`config.mk`:
```
export PLATFORM = sky130hd
export DESIGN_NAME = slot_page_decoder
export DESIGN_NICKNAME = d
export VERILOG_FILES = /design/src/rtl/slotdec_pkg.sv /design/src/rtl/slot_map_reg.sv /design/src/rtl/slot_page_sel.sv /design/src/rtl/slot_line_dec.sv /design/src/rtl/slot_window_dec.sv /design/src/rtl/slot_page_decoder.sv
export SDC_FILE = /design/constraint.sdc
export NUM_CORES = 1
export LEC_CHECK = 0
export BUFFER_PORTS_ARGS = -buffer_cell sky130_fd_sc_hd__buf_4
export CAP_MARGIN = 20
export CELL_PAD_IN_SITES_DETAIL_PLACEMENT = 0
export CELL_PAD_IN_SITES_GLOBAL_PLACEMENT = 1
export CORE_MARGIN = 2
export CORE_UTILIZATION = 28
export CTS_BUF_LIST = sky130_fd_sc_hd__clkbuf_2 sky130_fd_sc_hd__clkbuf_4 sky130_fd_sc_hd__clkbuf_8
export DETAILED_ROUTE_END_ITERATION = 8
export GPL_ROUTABILITY_DRIVEN = 0
export PLACE_DENSITY = 0.87
export SLEW_MARGIN = 25
export SYNTH_ARGS = -nofsm -noshare
export SYNTH_HDL_FRONTEND = slang
export SYNTH_SLANG_ARGS = --single-unit
```
`constraint.sdc`:
```
create_clock -name clk -period 1.8 [get_ports clk]
set_clock_uncertainty 0.05 [all_clocks]
set_input_delay 0.18 -clock clk [delete_from_list [all_inputs] [get_ports clk]]
set_output_delay 0.18 -clock clk [all_outputs]
set_load 0.03 [all_outputs]
```
`src/rtl/slotdec_pkg.sv`:
```
package slotdec_pkg;
  parameter int SLOT_W    = 2;
  parameter int PAGE_BITS = 2;
  parameter int NPAGES    = 1 << PAGE_BITS;
  parameter int NSLOTS    = 1 << SLOT_W;
  parameter int MAP_W     = NPAGES * SLOT_W;

  typedef logic [SLOT_W-1:0]    slot_t;
  typedef logic [PAGE_BITS-1:0] page_t;
  typedef logic [MAP_W-1:0]     map_t;

  // Slot number that the map assigns to a page.
  function automatic slot_t map_field(input map_t m, input page_t pg);
    return m[pg*SLOT_W +: SLOT_W];
  endfunction

  // Active-low one-hot line pattern for a slot.
  function automatic logic [NSLOTS-1:0] slot_lines_n(input logic en, input slot_t s);
    logic [NSLOTS-1:0] v;
    v = '1;
    if (en) v[s] = 1'b0;
    return v;
  endfunction
endpackage

```
`src/rtl/slot_map_reg.sv`:
```
module slot_map_reg
  import slotdec_pkg::*;
(
  input  logic clk,
  input  logic rst_n,
  input  logic wr_en,
  input  map_t wdata,
  output map_t map_q
);
  always_ff @(posedge clk or negedge rst_n) begin
    if (!rst_n) map_q <= '0;
    else if (wr_en) map_q <= wdata;
  end

  a_r2_write_lands: assert property (@(posedge clk) disable iff (!rst_n)
    wr_en |=> map_q == $past(wdata));
  a_r2_hold: assert property (@(posedge clk) disable iff (!rst_n)
    !wr_en |=> $stable(map_q));
endmodule

```
`src/rtl/slot_page_sel.sv`:
```
module slot_page_sel
  import slotdec_pkg::*;
(
  input  map_t  map_q,
  input  page_t page,
  output slot_t slot
);
  always_comb slot = map_field(map_q, page);
endmodule

```
`src/rtl/slot_line_dec.sv`:
```
module slot_line_dec
  import slotdec_pkg::*;
(
  input  logic              en,
  input  slot_t             slot,
  output logic [NSLOTS-1:0] sel_n
);
  for (genvar i = 0; i < NSLOTS; i++) begin : g_line
    assign sel_n[i] = !(en && (slot == slot_t'(i)));
  end
endmodule

```
`src/rtl/slot_window_dec.sv`:
```
module slot_window_dec
  import slotdec_pkg::*;
#(
  parameter int LO_PAGE = 1,
  parameter int HI_PAGE = 2
) (
  input  logic  en,
  input  page_t page,
  output logic  lo_n,
  output logic  hi_n,
  output logic  both_n
);
  logic lo_hit, hi_hit;
  assign lo_hit = en && (page == page_t'(LO_PAGE));
  assign hi_hit = en && (page == page_t'(HI_PAGE));
  assign lo_n   = !lo_hit;
  assign hi_n   = !hi_hit;
  assign both_n = !(en && (page >= page_t'(LO_PAGE)) && (page <= page_t'(HI_PAGE)));
endmodule

```
`src/rtl/slot_page_decoder.sv`:
```
module slot_page_decoder
  import slotdec_pkg::*;
(
  input  logic              clk,
  input  logic              rst_n,
  input  logic              cfg_wr,
  input  logic [MAP_W-1:0]  cfg_wdata,
  output logic [MAP_W-1:0]  cfg_rdata,
  input  logic              mem_req,
  input  logic              rfsh,
  input  logic              io_cyc,
  input  logic [PAGE_BITS-1:0] addr_top,
  output logic [NSLOTS-1:0] slot_sel_n,
  output logic              win1_n,
  output logic              win2_n,
  output logic              win12_n,
  output logic              rom_cs_n,
  output logic              rom_oe_n,
  output logic              ext_buf_iso
);
  localparam int WIN_LO = 1;
  localparam int WIN_HI = 2;

  map_t  map_q;
  slot_t cur_slot;
  logic  access_act;
  logic  upper_half;

  assign access_act = mem_req && !rfsh;
  assign upper_half = addr_top[PAGE_BITS-1];

  slot_map_reg u_map (
    .clk(clk), .rst_n(rst_n), .wr_en(cfg_wr), .wdata(cfg_wdata), .map_q(map_q)
  );

  slot_page_sel u_sel (
    .map_q(map_q), .page(addr_top), .slot(cur_slot)
  );

  slot_line_dec u_lines (
    .en(access_act), .slot(cur_slot), .sel_n(slot_sel_n)
  );

  slot_window_dec #(.LO_PAGE(WIN_LO), .HI_PAGE(WIN_HI)) u_win (
    .en(access_act), .page(addr_top),
    .lo_n(win1_n), .hi_n(win2_n), .both_n(win12_n)
  );

  assign cfg_rdata   = map_q;
  assign rom_cs_n    = slot_sel_n[0];
  assign rom_oe_n    = rom_cs_n || upper_half;
  assign ext_buf_iso = io_cyc || (&slot_sel_n[NSLOTS-1:1]);

  a_r4_one_line: assert property (@(posedge clk) disable iff (!rst_n)
    access_act |-> ($countones(~slot_sel_n) == 1 && slot_sel_n == slot_lines_n(1'b1, map_field(map_q, addr_top))));
  a_r5_idle_quiet: assert property (@(posedge clk) disable iff (!rst_n)
    !access_act |-> (&slot_sel_n && win1_n && win2_n && win12_n && rom_oe_n));
  a_r7_combined: assert property (@(posedge clk) disable iff (!rst_n)
    win12_n == (win1_n && win2_n));
  a_r6_disjoint: assert property (@(posedge clk) disable iff (!rst_n)
    !(win1_n == 1'b0 && win2_n == 1'b0));
  a_r8_rom_oe: assert property (@(posedge clk) disable iff (!rst_n)
    !rom_oe_n |-> (!slot_sel_n[0] && !upper_half));
  a_r9_io_isolates: assert property (@(posedge clk) disable iff (!rst_n)
    io_cyc |-> ext_buf_iso);
endmodule

```
# After elaboration in Yosys (flattened, before gate mapping)
# Cells that the tools add are included.
# word_totals
regBits	8
input_bits	16
out_inout_bits	18
word_cells	30
# op_classes
order_cmp	2
n_eq_ne	5
shift	1
reduce_logical	21
# ops
op	n
$logic_and 1x1->1	9
$logic_not 1->1	8
$shiftx 8x4->2	1
$eq 2x2->1 const B	3
$eq 2x1->1 const B	2
$reduce_and 3->1	1
$ge 2x1->1 const B	1
$le 2x2->1 const B	1
$logic_not 2->1	1
$logic_or 1x1->1	2

# Logic depth before layout (Yosys ltp)
# Gate-level depths: netlist (run 1).
# depth
word_depth	6
ltp_mapped	3
mapped_depth_nobuf	3

# Modules after synthesis
# From an unflattened synthesis (run 1), not the netlist that was laid out.
# unflattened
hier_cells	32
area_unflattened_um2	466.7
# by_module_without_submodules
module	instances	cells_each	area_each_um2	seq_area_each_um2
slot_map_reg	1	17	331.6	200.2
slot_page_sel	1	2	52.6	0.0
slot_line_dec	1	4	28.8	0.0
slot_page_decoder	1	4	28.8	0.0
slot_window_dec	1	5	25.0	0.0

# Worst setup path after synthesis (run 1)
# Ideal clock, no wire load.
# synth_timing
path_kind	reg2out
start	register u_map.map_q[6]
end	output rom_oe_n
arrival_time_ns	1.829
required_ns	1.570
slack_ns	-0.259
path_stages_with_launch	4
n_path_buf	0
cell_sequence	dfrtp_1 mux4_2 or3_4 or2_1
# synth_via
elab_chain_cells	5
# synth_lines
item	line	source
from (decl)	slot_map_reg.sv:8	output map_t map_q
from (signal assigned)	slot_map_reg.sv:12	else if (wr_en) map_q <= wdata;
$shiftx 8x4->2	slotdec_pkg.sv:14	return m[pg*SLOT_W +: SLOT_W];
$logic_not 2->1	slot_line_dec.sv:9	assign sel_n[i] = !(en && (slot == slot_t'(i)));
$logic_and 1x1->1	slot_line_dec.sv:9	
$logic_not 1->1	slot_line_dec.sv:9	
net rom_cs_n	slot_page_decoder.sv:17	output logic rom_cs_n,
$logic_or 1x1->1	slot_page_decoder.sv:51	assign rom_oe_n = rom_cs_n || upper_half;
to (decl)	slot_page_decoder.sv:18	output logic rom_oe_n,
# The timed path passes the listed nets, and every way through them passes these cells.

# Worst setup path after layout (run 1)
# layout_timing
start	register u_map.map_q[7]
end	output rom_oe_n
# layout_via
elab_chain_cells	5
# layout_lines
item	line
$shiftx 8x4->2	slotdec_pkg.sv:14
$logic_not 2->1	slot_line_dec.sv:9
$logic_and 1x1->1	slot_line_dec.sv:9
$logic_not 1->1	slot_line_dec.sv:9
$logic_or 1x1->1	slot_page_decoder.sv:51
# Every way passes these cells.

==> results of run 1 <==
==> cell type report <==
class                           instances  area, µm²  area share, %
Tap cell                               16       20.0           2.28
Sequential cell                         8        205           23.3
Timing Repair Buffer                   48        393           44.7
Clock buffer                            4       30.0           3.41
Multi-Input combinational cell         25        231           26.3
==> path summary, 6_finish.rpt <==
check / startpoint / end / slack (ns) / cells past startpoint
worst max-delay path: u_map.map_q[7]$_DFFE_PN0P_ / rom_oe_n / -0.31 / 4
worst min-delay path: cfg_wdata[4] / u_map.map_q[4]$_DFFE_PN0P_ / 0.11 / 2
worst max register to register: u_map.map_q[6]$_DFFE_PN0P_ / u_map.map_q[6]$_DFFE_PN0P_ / 0.72 / 3
worst min register to register: u_map.map_q[0]$_DFFE_PN0P_ / u_map.map_q[0]$_DFFE_PN0P_ / 0.56 / 2
max in group asynchronous: rst_n / u_map.map_q[6]$_DFFE_PN0P_ / 1.33 / 2
min in group asynchronous: rst_n / u_map.map_q[2]$_DFFE_PN0P_ / 0.23 / 2
==> per-stage QoR <==
stage               setup TNS (ns)  cells
floorplan                   -0.407     35
global placement           -0.0611     94
detailed placement         -0.0875     94
CTS                         -0.817    100
global route                 -1.41    101
finish                       -1.05    101
==> worst max-delay path, stage by stage, from the launching register on <==
cell and delay [ns]:
sky130_fd_sc_hd__dfrtp_1 0.39, sky130_fd_sc_hd__mux4_2 0.49, sky130_fd_sc_hd__or3_4 0.40, sky130_fd_sc_hd__or2_4 0.23, sky130_fd_sc_hd__buf_6 0.13
==> cell usage in the layout (no fill, tap or decap), drive strengths merged <==
cell type    synthesis  final
nand2b               1      1
mux2                 8      8
mux4                 2      2
nand2                3      3
or2                  1      1
nand3b               1      1
clkbuf               1      4
or3                  1      1
nor2b                2      2
nand3                1      1
dfrtp                8      8
nor2                 2      2
and2b                1      1
dlygate4sd3          0      1
buf                  1     47
o21ai                2      2
==> routing by layer <==
metal | track usage [%] | part of all wire (%)
met4 | 9.09 | 1.2
met1 | 17.3 | 38
met5 | 0 | 0
met2 | 24.2 | 53
met3 | 2.13 | 7.8
==> cells in the mapped netlist (all sizes together) <==
cell type,number
or2,1
dfrtp,8
mux2,8
o21ai,2
nand2b,1
nand3,1
and2b,1
nor2,2
mux4,2
clkbuf,1
nor2b,2
nand2,3
or3,1
nand3b,1
buf,1
==> power breakdown <==
group / switching (µW) / total [µW] / internal (µW)
clock network: 57.8 / 157 / 99.6
logic: 119 / 255 / 136
registers: 9.43 / 209 / 200
total: 186 / 622 / 436
==> what timing repair did <==
action / in CTS / in global routing
buffers inserted: 1 / 1
endpoints found under the hold margin: 8 / 0
pin swaps: 1 / 1
hold buffers: 1 / 0
setup endpoints to repair: 6 / 7
cloned: 0 / 0
gates resized for setup: 6 / 5
==> cells by family (layout without fill, tap and decap cells) <==
family,Yosys count,in the layout,synth area share (%)
DFF,8,8,46.4
and+or+nand+nor,13,13,17.4
muxes,10,10,31.3
AOI/OAI and AO/OA,2,2,2.32
buffers and inverters,2,52,2.61
==> parameters.txt, run 1 <==
Parameter                              Value

STA
  Number of endpoints with negative hold slack in the final report    0
  Timing-limited maximum frequency    about 0.47 GHz
  Hold slack    approximately 0.11 ns
  Count of final setup violators    7
  Final Max Tran Viols    0
  Post-layout worst setup margin    -0.306 ns
  Min Tclk post-route    about 2.1 ns
  Max-slew headroom at the worst pin    between 70% and 80%
  Crit share post-route    117%
  Worst Tran Pin Value    between 0.3 and 0.4 ns
  Setup repair after global routing missed its margin    true

Synthesis
  Area of the mapped netlist    ~430 µm²
  Fraction of the yosys area taken by sequential cells    a little under half
  Number of storage elements in the synthesis netlist    8
  Unique masters post-synth    15
  Yosys Warn Count    0
  Number of standard cells after synthesis    35
  Share of the synthesized area in the top cell type    between 40% and 50%
  Cell types occupying the most area after synthesis    sky130_fd_sc_hd__dfrtp_1, sky130_fd_sc_hd__mux2_2, sky130_fd_sc_hd__mux4_2
  Average cell area after synthesis    between 10 and 15 µm²
  Most area-hungry cell type in the Yosys netlist    sky130_fd_sc_hd__dfrtp_1
  Net Count, Synth    51

Floorplan
  I/O pin cnt    34
  Horizontal die dimension    between 40 and 50 µm
  Row cnt    14
  Core footprint    around 0.0015 mm²
  Starting Density    ~29%
  Floorplan die area    0.00187 mm²
  Height of the die    approximately 43 µm

GRT
  Overall Global Routing Usage    between 10% and 20%
  Vias in the first global route    479
  Pin count of the biggest net entering global routing    9
  Antenna violations before repair    0
  Global-route wire length before repair    2010 µm
  Global route total overflow    0

Worst setup path
  Kind of end point of the critical path    primary output
  CP arrival    ~1.9 ns
  Maximum net fanout on the critical path    2
  Type of origin of the critical path    flop
  Critical Setup Path Class    reg -> out
  Required time of the worst setup path    about 1.6 ns

Job
  # Max-Cap Violations    0

Cells and area
  Most flop-heavy register    u_map.map_q
  Final core area utilization    around 60%
  ANT cells    0
  Post-route cell area    about 900 µm²
  Fraction of layout instances using a drive strength above 1    roughly four fifths
  Registers with the most flip-flops    u_map.map_q (8)
  Area delta synth->final    104%
  Final net count    between 100 and 150
  Filler cell count    133
  Flip-flop count of the largest register after layout    8

Clock network
  TritonCTS Buffers    3
  Deepest clock path buffer count    2
  CTS tree    built
  Clock root buffer    sky130_fd_sc_hd__clkbuf_4
  Clock transition at the registers of the reported paths    about 0.06 ns
  CTS HTree Levels    1
  Clock insertion delay at the later pin of the skew report    approximately 0.25 ns
  CTS sink count    8

Detailed routing
  Average via count per standard cell    between 4 and 5
  Number of vias in the routed layout    around 450
  Average routed wire per standard cell    between 10 and 15 µm
  Remaining antenna violation count after routing    0
  Wire length reported by the detailed router    ~1200 µm
  Detailed-routing iteration count for the pre-antenna-repair pass    2
  DRC    0
  Detailed Route Iter0 Violations    1

Run status
  Violations in the final reports    setup timing
  Outcome    complete, but fails checks

Place
  Setup WS pre-CTS    -0.0867 ns
  Placed cell area    a little under 800 µm²
  Input/output buffers    33

Power
  Power density normalized to cell area    around 710 mW/mm²
  Maximum vdd ir drop    ~0.44 mV
  Standby leakage power    roughly 0.00042 µW
  Tot Pwr    622 µW

Hold path
  Hold Path Class    in -> reg
(Power assumes the default switching activity.)
==> inputs of run 2 (changes only) <==
--- a/config.mk
+++ b/config.mk
@@ -5,16 +5,16 @@
 export SDC_FILE = /design/constraint.sdc
 export NUM_CORES = 1
 export LEC_CHECK = 0
-export BUFFER_PORTS_ARGS = -buffer_cell sky130_fd_sc_hd__buf_4
 export CAP_MARGIN = 20
 export CELL_PAD_IN_SITES_DETAIL_PLACEMENT = 0
 export CELL_PAD_IN_SITES_GLOBAL_PLACEMENT = 1
-export CORE_MARGIN = 2
-export CORE_UTILIZATION = 28
+export CORE_AREA = 2 2 39 41
 export CTS_BUF_LIST = sky130_fd_sc_hd__clkbuf_2 sky130_fd_sc_hd__clkbuf_4 sky130_fd_sc_hd__clkbuf_8
 export DETAILED_ROUTE_END_ITERATION = 8
+export DIE_AREA = 0 0 41 43
+export DONT_BUFFER_PORTS = 1
 export GPL_ROUTABILITY_DRIVEN = 0
-export PLACE_DENSITY = 0.87
+export PLACE_DENSITY = 0.67
 export SLEW_MARGIN = 25
 export SYNTH_ARGS = -nofsm -noshare
 export SYNTH_HDL_FRONTEND = slang
==> run 2 against run 1 <==
The run still ends with setup timing left. Sequential power is essentially flat. Total power shrank 9.3%. Non-clock buffer count shrank 29. Highest routed layer is now met3. Flip-flop and latch count is the same. Hold slack lost 0.082 ns. First-iteration DRC count grew 100%. Critical endpoint unchanged.
==> parameters.txt, run 2 (synthesis results as in run 1) <==
Parameter                              Value

Worst setup path
  Required time of the worst setup path    1.57 ns (about the same)
  Reg-to-Reg End    u_map.map_q[3]$_DFFE_PN0P_
  Worst Reg2Reg Path Length in Cells    3 (unchanged)
  Critical Setup Path Class    reg -> out
  CP arrival    1.79 ns (-0.09 ns)
  Worst R2R Start    u_map.map_q[3]$_DFFE_PN0P_
  Critical path endpoint    rom_oe_n
  Internal reg-to-reg setup slack    0.71 ns (about the same)
  Maximum net fanout on the critical path    2 (unchanged)
  Kind of end point of the critical path    primary output
  Worst setup startpoint    u_map.map_q[7]$_DFFE_PN0P_
  Type of origin of the critical path    flop

Clock network
  Clock insertion delay at the later pin of the skew report    0.25 ns (about the same)
  Clock root buffer    sky130_fd_sc_hd__clkbuf_4
  CTS tree    built
  CTS sink count    8 (unchanged)
  Deepest clock path buffer count    2 (unchanged)
  Clock transition at the registers of the reported paths    0.06 ns (about the same)
  TritonCTS Buffers    3 (unchanged)
  CTS HTree Levels    1 (unchanged)

Cells and area
  Leading cell type in the layout, fill and taps excluded    sky130_fd_sc_hd__buf_4
  Most flop-heavy register    u_map.map_q
  Registers with the most flip-flops    u_map.map_q (8)
  Flip-flop count of the largest register after layout    8 (unchanged)
  ANT cells    0 (unchanged)
  Fraction of layout instances using a drive strength above 1    75.0% (-6.2 points)
  Final core area utilization    48.0% (-12 points)
  Filler cell count    139 (+4.5%)
  Final net count    73 (-28%)
  Area delta synth->final    53.9%
  Most frequent cells in the layout    sky130_fd_sc_hd__buf_4, sky130_fd_sc_hd__mux2_2, sky130_fd_sc_hd__clkbuf_4, sky130_fd_sc_hd__dfrtp_2, sky130_fd_sc_hd__dfrtp_1

Detailed routing
  Detailed-routing iteration count for the pre-antenna-repair pass    2 (unchanged)
  DRC    0 (unchanged)
  Detailed Route Iter0 Violations    2 (+1)
  Wire length reported by the detailed router    1040 µm (-11%)
  Average via count per standard cell    4.94 (+12%)
  Average routed wire per standard cell    14.4 µm (+24%)
  Remaining antenna violation count after routing    0 (unchanged)
  Number of vias in the routed layout    356 (-20%)

Floorplan
  I/O pin cnt    34 (unchanged)
  Floorplan die area    0.00176 mm² (-5.8%)
  Core footprint    0.00138 mm² (-6.0%)
  Horizontal die dimension    41 µm (-5.2%)
  Height of the die    43 µm (-0.61%)
  Row cnt    14 (unchanged)
  Starting Density    31.2% (+1.9 points)

STA
  Post-layout worst setup margin    -0.225 ns (+0.0814 ns)
  Worst Tran Pin Value    0.407 ns (+0.0685 ns)
  Timing-limited maximum frequency    0.494 GHz (+4.0%)
  Count of final setup violators    6 (-1)
  Max-slew headroom at the worst pin    72.8% (-4.6 points)
  Number of endpoints with negative hold slack in the final report    0 (unchanged)
  Min Tclk post-route    2.02 ns (-0.0814 ns)
  Final Max Tran Viols    0 (unchanged)
  Crit share post-route    112% (-4.5 points)
  Setup repair after global routing missed its margin    true

Hold path
  Hold Path Class    in -> reg
  Hold wc startpoint    cfg_wdata[4]

Job
  # Max-Cap Violations    0 (unchanged)

Power
  Maximum vdd ir drop    0.444 mV (+2.0%)
  Standby leakage power    0.000278 µW (-33%)
  Power density normalized to cell area    849 mW/mm² (+20%)

Run status
  Violations in the final reports    setup timing
  Outcome    complete, but fails checks

GRT
  Global route total overflow    0 (unchanged)
  Busiest layer in global routing    met2
  Met3 usage    4.19% (+2.1 points)
  Vias in the first global route    366 (-24%)
  Overall Global Routing Usage    12.9% (-1.7 points)
  Global routing usage on met1    13.6% (-3.7 points)
  Pin count of the biggest net entering global routing    9 (unchanged)
  Global-route wire length before repair    1520 µm (-24%)
  GR Layer Usage met2    22.5% (-1.7 points)
  Antenna violations before repair    0 (unchanged)

Place
  Setup WS pre-CTS    0.00757 ns (+0.0943 ns)
  Input/output buffers    0 (-100%)
-- run 2: layer usage --
metal	part of all wire (%)	vias up
met5	0	-
met4	0	0
met3	12	0
met2	54	22
met1	34	168
li1	-	166
-- run 2: what timing repair did --
item / in CTS / in global routing
gates resized for setup: 9 / 2
endpoints found under the setup margin: 5 / 7
pin swaps: 3 / 1
hold buffers: 1 / 0
hold endpoints to repair: 8 / 0
buffers inserted: 2 / 3
-- run 2: worst min path at each step --
stage	endpoint	slack, ns	cells past startpoint
5_1_grt	u_map.map_q[2]$_DFFE_PN0P_	0.01	1
3_5_place_dp	u_map.map_q[4]$_DFFE_PN0P_	-0.17	0
2_1_floorplan	u_map.map_q[0]$_DFFE_PN0P_	-0.17	0
3_3_place_gp	u_map.map_q[2]$_DFFE_PN0P_	-0.17	0
6_report	u_map.map_q[4]$_DFFE_PN0P_	0.03	1
4_1_cts	u_map.map_q[4]$_DFFE_PN0P_	0.02	1
-- run 2: stage by stage --
stage	cell area [µm²]	hold WS (ns)	total power, µW	setup TNS [ns]	std cells
global route	664	0.0110	597	-1.20	72
global placement	546	-0.165	369	0	62
CTS	631	0.0211	558	-0.961	69
finish	664	0.0304	564	-0.860	72
floorplan	439	-0.166	324	-0.407	35
detailed placement	546	-0.165	373	0	62
-- run 2: report_power, final --
part,internal (µW),switching [µW]
Clock,99.7,59.2
Sequential,200,8.65
Combinational,90.5,106
-- run 2: critical path, cell delays in order (launching register included) --
cell,delay (ns)
sky130_fd_sc_hd__dfrtp_1,0.37
sky130_fd_sc_hd__mux4_2,0.48
sky130_fd_sc_hd__or3_4,0.41
sky130_fd_sc_hd__or2_4,0.28
-- run 2: final cells by class --
class                   count  area [µm²]  area share, %
well taps                  16        20.0           3.01
flip-flops and latches      8         205           30.9
repair buffers             19         165           24.9
clock buffers               4        30.0           4.52
multi-input cells          25         244           36.7
==> inputs of run 3 (changes only) <==
--- a/config.mk
+++ b/config.mk
@@ -6,15 +6,15 @@
 export NUM_CORES = 1
 export LEC_CHECK = 0
 export CAP_MARGIN = 20
-export CELL_PAD_IN_SITES_DETAIL_PLACEMENT = 0
-export CELL_PAD_IN_SITES_GLOBAL_PLACEMENT = 1
-export CORE_AREA = 2 2 39 41
+export CELL_PAD_IN_SITES_DETAIL_PLACEMENT = 1
+export CELL_PAD_IN_SITES_GLOBAL_PLACEMENT = 2
+export CORE_MARGIN = 2
+export CORE_UTILIZATION = 33
 export CTS_BUF_LIST = sky130_fd_sc_hd__clkbuf_2 sky130_fd_sc_hd__clkbuf_4 sky130_fd_sc_hd__clkbuf_8
 export DETAILED_ROUTE_END_ITERATION = 8
-export DIE_AREA = 0 0 41 43
 export DONT_BUFFER_PORTS = 1
 export GPL_ROUTABILITY_DRIVEN = 0
-export PLACE_DENSITY = 0.67
+export PLACE_DENSITY = 0.82
 export SLEW_MARGIN = 25
 export SYNTH_ARGS = -nofsm -noshare
 export SYNTH_HDL_FRONTEND = slang
==> run 3 against run 2 <==
The run still ends with setup timing left. Sequential share of layout area is 0.35 points higher. Sequential power hardly changed. Register-to-register slack hardly changed. Final area is 1.1% lower. Combinational power hardly changed. Critical endpoint unchanged. Die area is 8.5% lower. Largest power group unchanged.
==> parameters.txt, run 3 (synthesis results as in run 1) <==
Parameter                              Value

Cells and area
  Final core area utilization    52.4% (+4.4 points)
  Flip-flop count of the largest register after layout    8 (unchanged)
  Area delta synth->final    52.2%
  Most flop-heavy register    u_map.map_q
  Post-route cell area    657 µm² (-1.1%)
  Most frequent cells in the layout    sky130_fd_sc_hd__buf_4, sky130_fd_sc_hd__mux2_2, sky130_fd_sc_hd__clkbuf_4, sky130_fd_sc_hd__dfrtp_2, sky130_fd_sc_hd__dfrtp_1
  Final net count    71 (-2.7%)
  Leading cell type in the layout, fill and taps excluded    sky130_fd_sc_hd__buf_4
  ANT cells    0 (unchanged)
  Fraction of layout instances using a drive strength above 1    72.2% (-2.8 points)
  Registers with the most flip-flops    u_map.map_q (8)

Hold path
  Hold path cells    1 (unchanged)
  Hold path endpoint    u_map.map_q[2]$_DFFE_PN0P_
  Hold wc startpoint    cfg_wdata[2]
  Hold Path Class    in -> reg

GRT
  Pin count of the biggest net entering global routing    9 (unchanged)
  Global-route wire length before repair    1640 µm (+7.3%)
  Overall Global Routing Usage    16.0% (+3.1 points)
  Global route total overflow    0 (unchanged)
  Vias in the first global route    380 (+3.8%)
  Antenna violations before repair    0 (unchanged)

Worst setup path
  Worst R2R Start    u_map.map_q[7]$_DFFE_PN0P_
  Kind of end point of the critical path    primary output
  Maximum net fanout on the critical path    2 (unchanged)
  Reg-to-Reg End    u_map.map_q[7]$_DFFE_PN0P_
  Internal reg-to-reg setup slack    0.71 ns (about the same)
  Required time of the worst setup path    1.57 ns (about the same)
  Worst setup startpoint    u_map.map_q[7]$_DFFE_PN0P_
  CP arrival    1.80 ns (about the same)
  Critical Setup Path Class    reg -> out
  Type of origin of the critical path    flop
  Worst Reg2Reg Path Length in Cells    3 (unchanged)

Clock network
  Clock transition at the registers of the reported paths    0.06 ns (about the same)
  CTS sink count    8 (unchanged)
  Clock root buffer    sky130_fd_sc_hd__clkbuf_4
  Deepest clock path buffer count    2 (unchanged)
  TritonCTS Buffers    3 (unchanged)
  CTS HTree Levels    1 (unchanged)
  Clock insertion delay at the later pin of the skew report    0.25 ns (about the same)
  CTS tree    built

STA
  Min Tclk post-route    2.03 ns (+0.00352 ns)
  Post-layout worst setup margin    -0.228 ns (-0.00352 ns)
  Max-slew headroom at the worst pin    70.5% (-2.3 points)
  Hold slack    0.0266 ns (-0.00380 ns)
  Count of final setup violators    6 (unchanged)
  Crit share post-route    113% (+0.20 points)
  Accumulated negative setup slack    -0.885 ns (-0.0254 ns)
  Setup repair after global routing missed its margin    true
  Worst Tran Pin Value    0.442 ns (+0.0345 ns)
  Final Max Tran Viols    0 (unchanged)
  Number of endpoints with negative hold slack in the final report    0 (unchanged)
  Timing-limited maximum frequency    0.493 GHz (-0.17%)

Floorplan
  Row cnt    13 (-1)
  Floorplan die area    0.00161 mm² (-8.5%)
  Horizontal die dimension    40.2 µm (-2.0%)
  Height of the die    40.2 µm (-6.6%)
  I/O pin cnt    34 (unchanged)
  Starting Density    34.5% (+3.3 points)
  Core footprint    0.00125 mm² (-9.5%)

Power
  Portion of total power attributed to sequential cells    36.8% (about the same)
  Power spent charging and discharging nets    179 µW (+3.0%)
  Cell-internal power    387 µW (-0.65%)
  Comb pwr share    35.1% (+0.2 points)
  Standby leakage power    0.000271 µW (-2.6%)
  Maximum vdd ir drop    0.485 mV (+9.2%)
  Fraction of power spent switching nets    31.7% (+0.78 points)
  Power density normalized to cell area    863 mW/mm² (+1.6%)
  Clock group share of total power    28.1% (about the same)

Detailed routing
  Number of vias in the routed layout    368 (+3.4%)
  Remaining antenna violation count after routing    0 (unchanged)
  Detailed Route Iter0 Violations    2 (unchanged)
  DRC    0 (unchanged)
  Wire length reported by the detailed router    1190 µm (+14%)
  Average via count per standard cell    5.33 (+7.9%)
  Detailed-routing iteration count for the pre-antenna-repair pass    4 (+2)
  Average routed wire per standard cell    17.2 µm (+19%)

Job
  # Max-Cap Violations    0 (unchanged)

Place
  Input/output buffers    0 (unchanged)
  Placed cell area    537 µm² (-1.6%)
  Setup WS pre-CTS    -0.0204 ns (-0.0280 ns)

Run status
  Outcome    complete, but fails checks
  Violations in the final reports    setup timing
run 3: final cells by class:
| class | count | area [µm²] |
|---|---|---|
| clock buffers | 4 | 30.0 |
| multi-input cells | 25 | 249 |
| repair buffers | 17 | 154 |
| flip-flops and latches | 8 | 205 |
| well taps | 15 | 18.8 |
| fillers | 133 | 596 |
run 3: timing repair:
item | CTS | global route
pin swaps | 2 | 3
resized for setup | 6 | 6
setup buffers | 3 | 1
setup endpoints to repair | 4 | 7
hold endpoints to repair | 8 | 0
hold buffers | 1 | 0
run 3: how the worst max path moves through the flow:
| stage | cells past startpoint | to | slack (ns) |
|---|---|---|---|
| 6_report | 3 | rom_oe_n | -0.23 |
| 5_1_grt | 3 | rom_oe_n | -0.27 |
| 4_1_cts | 3 | rom_oe_n | -0.24 |
| 3_5_place_dp | 3 | rom_oe_n | -0.02 |
| 3_3_place_gp | 3 | rom_oe_n | -0.01 |
| 2_1_floorplan | 3 | rom_oe_n | -0.17 |
run 3: power by group through the flow:
stage	clock network, µW	registers (µW)	logic [µW]
2_1_floorplan	0	251	73.2
4_1_cts	164	208	181
3_5_place_dp	0	212	159
5_1_grt	173	211	211
6_report	159	208	199
3_3_place_gp	0	211	153
run 3: routing by layer:
metal | part of all wire (%) | global-route usage [%] | vias up | wire (µm)
met1 | 28 | 15.5 | 186 | 333
met3 | 8.2 | 2.22 | 2 | 97
met5 | 0 | 0 | - | 0
met2 | 63 | 31.0 | 21 | 747
li1 | - | - | 159 | -
met4 | 0.51 | 9.48 | 0 | 6
run 3: through the flow:
step / std cells / power, µW
2_1_floorplan: 35 / 324
3_3_place_gp: 60 / 364
3_5_place_dp: 60 / 371
4_1_cts: 68 / 553
5_1_grt: 69 / 594
6_report: 69 / 567
run 3: worst max-delay path: stages, from the launching register on:
cell and delay (ns):
sky130_fd_sc_hd__dfrtp_1 0.37, sky130_fd_sc_hd__mux4_2 0.49, sky130_fd_sc_hd__or3_4 0.41, sky130_fd_sc_hd__or2_4 0.28
